[src/rtl/tms_pkg.sv]
package tms_pkg;
    localparam int CLS_W  = 3;
    localparam int MODE_W = 3;
    localparam int REF_W  = 2;

    typedef enum logic [4:0] {
        S_IDLE, S_UL0, S_UL1, S_ULCHK,
        S_LR0,  S_LR1, S_LRCHK,
        S_LL0,  S_LL1, S_LLCHK,
        S_UR0,  S_UR1, S_URCHK,
        S_BYPASS, S_COMB, S_SEL, S_PACK
    } seq_state_t;

    localparam logic [REF_W-1:0] REF_UL = 2'd0;
    localparam logic [REF_W-1:0] REF_LR = 2'd1;
    localparam logic [REF_W-1:0] REF_LL = 2'd2;
    localparam logic [REF_W-1:0] REF_UR = 2'd3;

    localparam logic [CLS_W-1:0] CLS_NONE  = 3'd0;
    localparam logic [CLS_W-1:0] CLS_ONE   = 3'd1;
    localparam logic [CLS_W-1:0] CLS_RISE  = 3'd2;
    localparam logic [CLS_W-1:0] CLS_VERT  = 3'd3;
    localparam logic [CLS_W-1:0] CLS_HORIZ = 3'd4;
    localparam logic [CLS_W-1:0] CLS_FALL  = 3'd5;

    localparam logic [MODE_W-1:0] MODE_UNC = 3'd0;
endpackage

[src/rtl/tms_next_state.sv]
module tms_next_state
    import tms_pkg::*;
(
    input  seq_state_t         state,
    input  logic               tile_valid,
    input  logic [CLS_W-1:0]   bp_class,
    input  logic [CLS_W-1:0]   case_q,
    input  logic [MODE_W-1:0]  mode_q,
    output seq_state_t         state_d,
    output logic [CLS_W-1:0]   case_d,
    output logic [MODE_W-1:0]  mode_d
);
    always_comb begin
        state_d = state;
        case_d  = case_q;
        mode_d  = mode_q;
        unique case (state)
            S_IDLE:   if (tile_valid) state_d = S_UL0;
            S_UL0:    state_d = S_UL1;
            S_UL1:    state_d = S_ULCHK;
            S_ULCHK: begin
                if (bp_class == CLS_ONE) begin
                    state_d = S_SEL;
                    mode_d  = CLS_ONE;
                end else if (bp_class == CLS_RISE || bp_class == CLS_VERT ||
                             bp_class == CLS_HORIZ) begin
                    state_d = S_LR0;
                    case_d  = bp_class;
                end else begin
                    state_d = S_LL0;
                end
            end
            S_LR0:    state_d = S_LR1;
            S_LR1:    state_d = S_LRCHK;
            S_LRCHK: begin
                if (bp_class == case_q) begin
                    state_d = S_COMB;
                    mode_d  = case_q;
                end else begin
                    state_d = S_PACK;
                    mode_d  = MODE_UNC;
                end
            end
            S_LL0:    state_d = S_LL1;
            S_LL1:    state_d = S_LLCHK;
            S_LLCHK: begin
                if (bp_class == CLS_FALL) begin
                    state_d = S_UR0;
                end else begin
                    state_d = S_BYPASS;
                    mode_d  = MODE_UNC;
                end
            end
            S_UR0:    state_d = S_UR1;
            S_UR1:    state_d = S_URCHK;
            S_URCHK: begin
                if (bp_class == CLS_FALL) begin
                    state_d = S_COMB;
                    mode_d  = CLS_FALL;
                end else begin
                    state_d = S_PACK;
                    mode_d  = MODE_UNC;
                end
            end
            S_BYPASS: state_d = S_PACK;
            S_COMB:   state_d = S_SEL;
            S_SEL:    state_d = S_PACK;
            S_PACK:   state_d = S_IDLE;
            default:  state_d = S_IDLE;
        endcase
    end
endmodule

[src/rtl/tms_stage_decode.sv]
module tms_stage_decode
    import tms_pkg::*;
(
    input  seq_state_t        state,
    output logic              in_ready,
    output logic [REF_W-1:0]  ref_sel,
    output logic              diff_en,
    output logic              diff_half,
    output logic              cls_take,
    output logic              comb_en,
    output logic              sel_en,
    output logic              out_valid
);
    always_comb begin
        in_ready  = 1'b0;
        ref_sel   = REF_UL;
        diff_en   = 1'b0;
        diff_half = 1'b0;
        cls_take  = 1'b0;
        comb_en   = 1'b0;
        sel_en    = 1'b0;
        out_valid = 1'b0;
        unique case (state)
            S_IDLE:   in_ready = 1'b1;
            S_UL0:    begin ref_sel = REF_UL; diff_en = 1'b1; end
            S_UL1:    begin ref_sel = REF_UL; diff_en = 1'b1; diff_half = 1'b1; end
            S_ULCHK:  begin ref_sel = REF_UL; cls_take = 1'b1; end
            S_LR0:    begin ref_sel = REF_LR; diff_en = 1'b1; end
            S_LR1:    begin ref_sel = REF_LR; diff_en = 1'b1; diff_half = 1'b1; end
            S_LRCHK:  begin ref_sel = REF_LR; cls_take = 1'b1; end
            S_LL0:    begin ref_sel = REF_LL; diff_en = 1'b1; end
            S_LL1:    begin ref_sel = REF_LL; diff_en = 1'b1; diff_half = 1'b1; end
            S_LLCHK:  begin ref_sel = REF_LL; cls_take = 1'b1; end
            S_UR0:    begin ref_sel = REF_UR; diff_en = 1'b1; end
            S_UR1:    begin ref_sel = REF_UR; diff_en = 1'b1; diff_half = 1'b1; end
            S_URCHK:  begin ref_sel = REF_UR; cls_take = 1'b1; end
            S_BYPASS: ;
            S_COMB:   comb_en = 1'b1;
            S_SEL:    sel_en = 1'b1;
            S_PACK:   out_valid = 1'b1;
            default:  ;
        endcase
    end
endmodule

[src/rtl/depth_tile_mode_seq.sv]
module depth_tile_mode_seq
    import tms_pkg::*;
(
    input  logic               clk,
    input  logic               rst_n,
    input  logic               tile_valid,
    output logic               in_ready,
    input  logic [CLS_W-1:0]   bp_class,
    output logic [REF_W-1:0]   ref_sel,
    output logic               diff_en,
    output logic               diff_half,
    output logic               cls_take,
    output logic               comb_en,
    output logic               sel_en,
    output logic               out_valid,
    output logic [MODE_W-1:0]  mode
);
    seq_state_t        state_q, state_d;
    logic [CLS_W-1:0]  case_q, case_d;
    logic [MODE_W-1:0] mode_q, mode_d;

    tms_next_state i_next (
        .state(state_q), .tile_valid(tile_valid), .bp_class(bp_class),
        .case_q(case_q), .mode_q(mode_q),
        .state_d(state_d), .case_d(case_d), .mode_d(mode_d)
    );

    always_ff @(posedge clk or negedge rst_n) begin
        if (!rst_n) begin
            state_q <= S_IDLE;
            case_q  <= CLS_NONE;
            mode_q  <= MODE_UNC;
        end else begin
            state_q <= state_d;
            case_q  <= case_d;
            mode_q  <= mode_d;
        end
    end

    tms_stage_decode i_dec (
        .state(state_q), .in_ready(in_ready), .ref_sel(ref_sel),
        .diff_en(diff_en), .diff_half(diff_half), .cls_take(cls_take),
        .comb_en(comb_en), .sel_en(sel_en), .out_valid(out_valid)
    );

    assign mode = mode_q;

    // acceptance leads into the upper-left first half
    a_r1_first_ref: assert property (@(posedge clk) disable iff (!rst_n)
        (in_ready && tile_valid) |=> (diff_en && !diff_half && ref_sel == REF_UL));
    // first half is followed by second half on the same reference
    a_r2_half_pair: assert property (@(posedge clk) disable iff (!rst_n)
        (diff_en && !diff_half) |=> (diff_en && diff_half && $stable(ref_sel)));
    // second half is followed by the classification cycle
    a_r2_check_next: assert property (@(posedge clk) disable iff (!rst_n)
        (diff_en && diff_half) |=> (cls_take && $stable(ref_sel)));
    // stage enables never overlap
    a_r9_exclusive: assert property (@(posedge clk) disable iff (!rst_n)
        $onehot0({in_ready, diff_en, cls_take, comb_en, sel_en, out_valid}));
    // combination only for two-plane modes
    a_r9_comb_mode: assert property (@(posedge clk) disable iff (!rst_n)
        comb_en |-> (mode >= CLS_RISE && mode <= CLS_FALL));
    // mode held through late stages
    a_r10_mode_hold: assert property (@(posedge clk) disable iff (!rst_n)
        (comb_en || sel_en) |=> $stable(mode));
    // single-cycle result followed by idle
    a_r10_single_valid: assert property (@(posedge clk) disable iff (!rst_n)
        out_valid |=> (in_ready && !out_valid));
endmodule

[config.mk]
export PLATFORM = sky130hd
export DESIGN_NAME = depth_tile_mode_seq
export DESIGN_NICKNAME = d
export VERILOG_FILES = /design/src/rtl/tms_pkg.sv /design/src/rtl/tms_next_state.sv /design/src/rtl/tms_stage_decode.sv /design/src/rtl/depth_tile_mode_seq.sv
export SDC_FILE = /design/constraint.sdc
export NUM_CORES = 1
export LEC_CHECK = 0
export ABC_AREA = 1
export BUFFER_PORTS_ARGS = -buffer_cell sky130_fd_sc_hd__clkbuf_2
export CAP_MARGIN = 20
export CORE_MARGIN = 2
export CORE_UTILIZATION = 45
export DETAILED_ROUTE_END_ITERATION = 8
export PLACE_DENSITY = 0.66
export SLEW_MARGIN = 20
export SYNTH_ARGS = -nofsm -noshare
export SYNTH_HDL_FRONTEND = slang
export SYNTH_SLANG_ARGS = --single-unit
[constraint.sdc]
create_clock -name clk -period 1.5 [get_ports clk]
set_clock_uncertainty 0.05 [all_clocks]
set_input_delay 0.15 -clock clk [delete_from_list [all_inputs] [get_ports clk]]
set_output_delay 0.15 -clock clk [all_outputs]
set_load 0.05 [all_outputs]
==> qor.yml <==
run_status:
  status: "finished, violations left"
  violations: "setup timing"
final_layout:
  layout_commonest_cell: "nand2_1"
  mostFrequentLayoutCells: "nand2_1, buf_4, nor2_1"
  nNetsFinal: 205
  post-route-util_pct: 89.3
  final_area_mm2: 0.00159
  syn_to_final_growth_pct: 82.4
  n_antenna_cell: 0
  drive_gt1_share_pct: 49.0
worst_setup_path:
  reg2reg_from: "state_q[4]$_DFFE_PN0P_"
  cp-start-kind: "flip-flop"
  arrival_ps: 1980
  startpoint: "state_q[4]$_DFFE_PN0P_"
  crit_path_max_fanout: 7
  crit_type: "reg2reg"
  rr_worst_depth: 10
  timing.rr.end: "mode[0]$_DFFE_PN0P_"
  crit_path_end_kind: "flip-flop"
  reg2reg_slack_ps: -370
  required_ps: 1610
  endpoint: "mode[0]$_DFFE_PN0P_"
synth:
  synth_edf_count: 0
  syn_avg_cell_area_um2: 5.98
  ys_seq_elements: 11
  synthArstFlopShare_pct: 100
  ys.flop_type: "dfrtp_1"
  yosysWarnings: 0
  syn-cell-area_um2: 873
  syn-num-nets: 152
  seq_area_frac_synth_pct: 31.5
  synth.distinct_cells: 19
  synthCells: 146
clock_tree:
  htree_levels: 1
  cts_root_buf: "clkbuf_4"
  clock_sinks: 11
  clockBufferDepth: 2
  cts_made_buffers: 3
  clk-insertion-delay-late_ps: 270
  path_clk_slew_ps: 70
  cts_tree: "built"
detailed_routing:
  wire_per_inst_um: 18.1
  drtAntennaViolNets: 0
  drt_drc_violations_left: 0
  drt-total-wl_um: 4050
  drt_iter0_drc: 51
  dr.pass1.iters: 5
  vias: 1304
  vias_per_cell: 5.85
placed_design:
  io_buffers: 17
  hpwlAfterDp_um: 2080
  place_congestion: 0.948
  place_area_mm2: 0.00116
power_and_ir_drop:
  p_leak_nw: 0.807
  power.total_mw: 3.82
  p_per_area_mw_per_mm2: 2400
  vdd_drop_max_uv: 1550
floorplan:
  initial_utilization_pct: 49.0
  io_pins: 18
  fp.dieArea_mm2: 0.00231
  core-area_mm2: 0.00178
  die_h_um: 48.1
  rows: 15
  die_w_um: 48.1
timing:
  tightest_slew_ps: 374
  setup_viol: 16
  fin_crit_ps: 1870
  max_freq_mhz: 535
  slew_headroom_pct: 74.9
  worst_slack_ps: -369
  finalSetupTns_ps: -3300
  finalHoldViolations: 0
  post-route-period-util_pct: 125
  slew_viol_final: 0
  fin_hold_ws_ps: 169
  rsz0062_at_grt: "true"
grt:
  grt_pass1_vias: 1106
  overflow: 0
  grt_start_max_net_pins: 12
  grt_usage_pct: 31.3
  grt_pass1_wl_um: 4860
  antenna_found_initial: 0
job:
  drv_cap: 0
worst_hold_path:
  holdCritPathClass: "in2reg"
-- kinds of logic (layout without fill, tap and decap cells) --
kind of cell,Yosys count,count (layout),share of synthesized area [%]
simple gates,103,103,51.1
buf+inv,21,73,9.89
xor+xnor,1,1,1.00
compound gates,10,10,6.45
flops,11,11,31.5
-- worst min path at each step --
stage                      startpoint                      to  slack (ps)  depth (start not counted)
after floorplan                 rst_n   case_q[0]$_DFFE_PN0P_        -200                          0
after global placement          rst_n   case_q[1]$_DFFE_PN0P_         -20                          1
after detailed placement        rst_n   case_q[1]$_DFFE_PN0P_         -10                          1
after CTS                  tile_valid  state_q[0]$_DFFE_PN0P_         140                          3
after global routing      bp_class[0]   case_q[0]$_DFFE_PN0P_         200                          3
final                     bp_class[0]   case_q[0]$_DFFE_PN0P_         170                          3
-- synthesized netlist by cell type, types with 2 or more instances --
cell     instances  area share [%]
nand2_1         40              17
nor2_1          36              15
inv_1           18             7.7
nand3_1         12             6.9
dfrtp_1         11              32
nand4_1          5             3.6
a21oi_1          4             2.3
nor3_1           4             2.3
nand3_2          3             3.4
o21ai_0          3             1.7
inv_2            2            0.86
-- registers in the layout, summed over array words and instances, names as in the netlist --
register / count
case_q: 3
mode: 3
state_q: 5
-- power by group --
part / leakage [nW] / switching [mW] / internal (mW) / total, mW
Clock: 0.0150 / 0.0959 / 0.103 / 0.199
Combinational: 0.655 / 1.86 / 1.20 / 3.06
Sequential: 0.137 / 0.140 / 0.426 / 0.566
Total: 0.807 / 2.10 / 1.72 / 3.82
-- through the flow --
step                cells  setup slack, ps
finish                223             -369
CTS                   221             -164
global route          223             -424
detailed placement    205            -62.5
global placement      205            -60.6
floorplan             146             -193
-- what timing repair did --
item,in CTS,in global routing
setup endpoints to repair,11,19
cloned,0,0
hold endpoints to repair,11,0
resized for setup,61,24
setup buffers,11,2
hold buffers,1,0
pin swaps,19,9
-- worst max-delay path: stages, from the launching register on --
cell and delay [ps]:
dfrtp_1 420, inv_4 160, nand3b_1 150, buf_4 160
buf_4 130, nor2_1 240, nand2_1 150, nand2_1 110
nor2_1 50, nor2_1 80, nor2_1 60
-- layout make-up --
| cell class | instances | area, µm² |
|---|---|---|
| flip-flops and latches | 11 | 279 |
| multi-input cells | 114 | 731 |
| inverters | 20 | 82.6 |
| repair buffers | 49 | 443 |
| fillers | 84 | 190 |
| clock buffers | 4 | 26.3 |
| well taps | 25 | 31.3 |
-- per-layer routing --
| layer | vias up | GRT usage [%] | wire [µm] |
|---|---|---|---|
| met4 | 0 | 10.3 | 264 |
| met5 | - | 0 | 0 |
| met2 | 93 | 60.0 | 1950 |
| li1 | 572 | - | - |
| met3 | 34 | 4.53 | 357 |
| met1 | 605 | 34.7 | 1470 |
(Power assumes the default switching activity.)
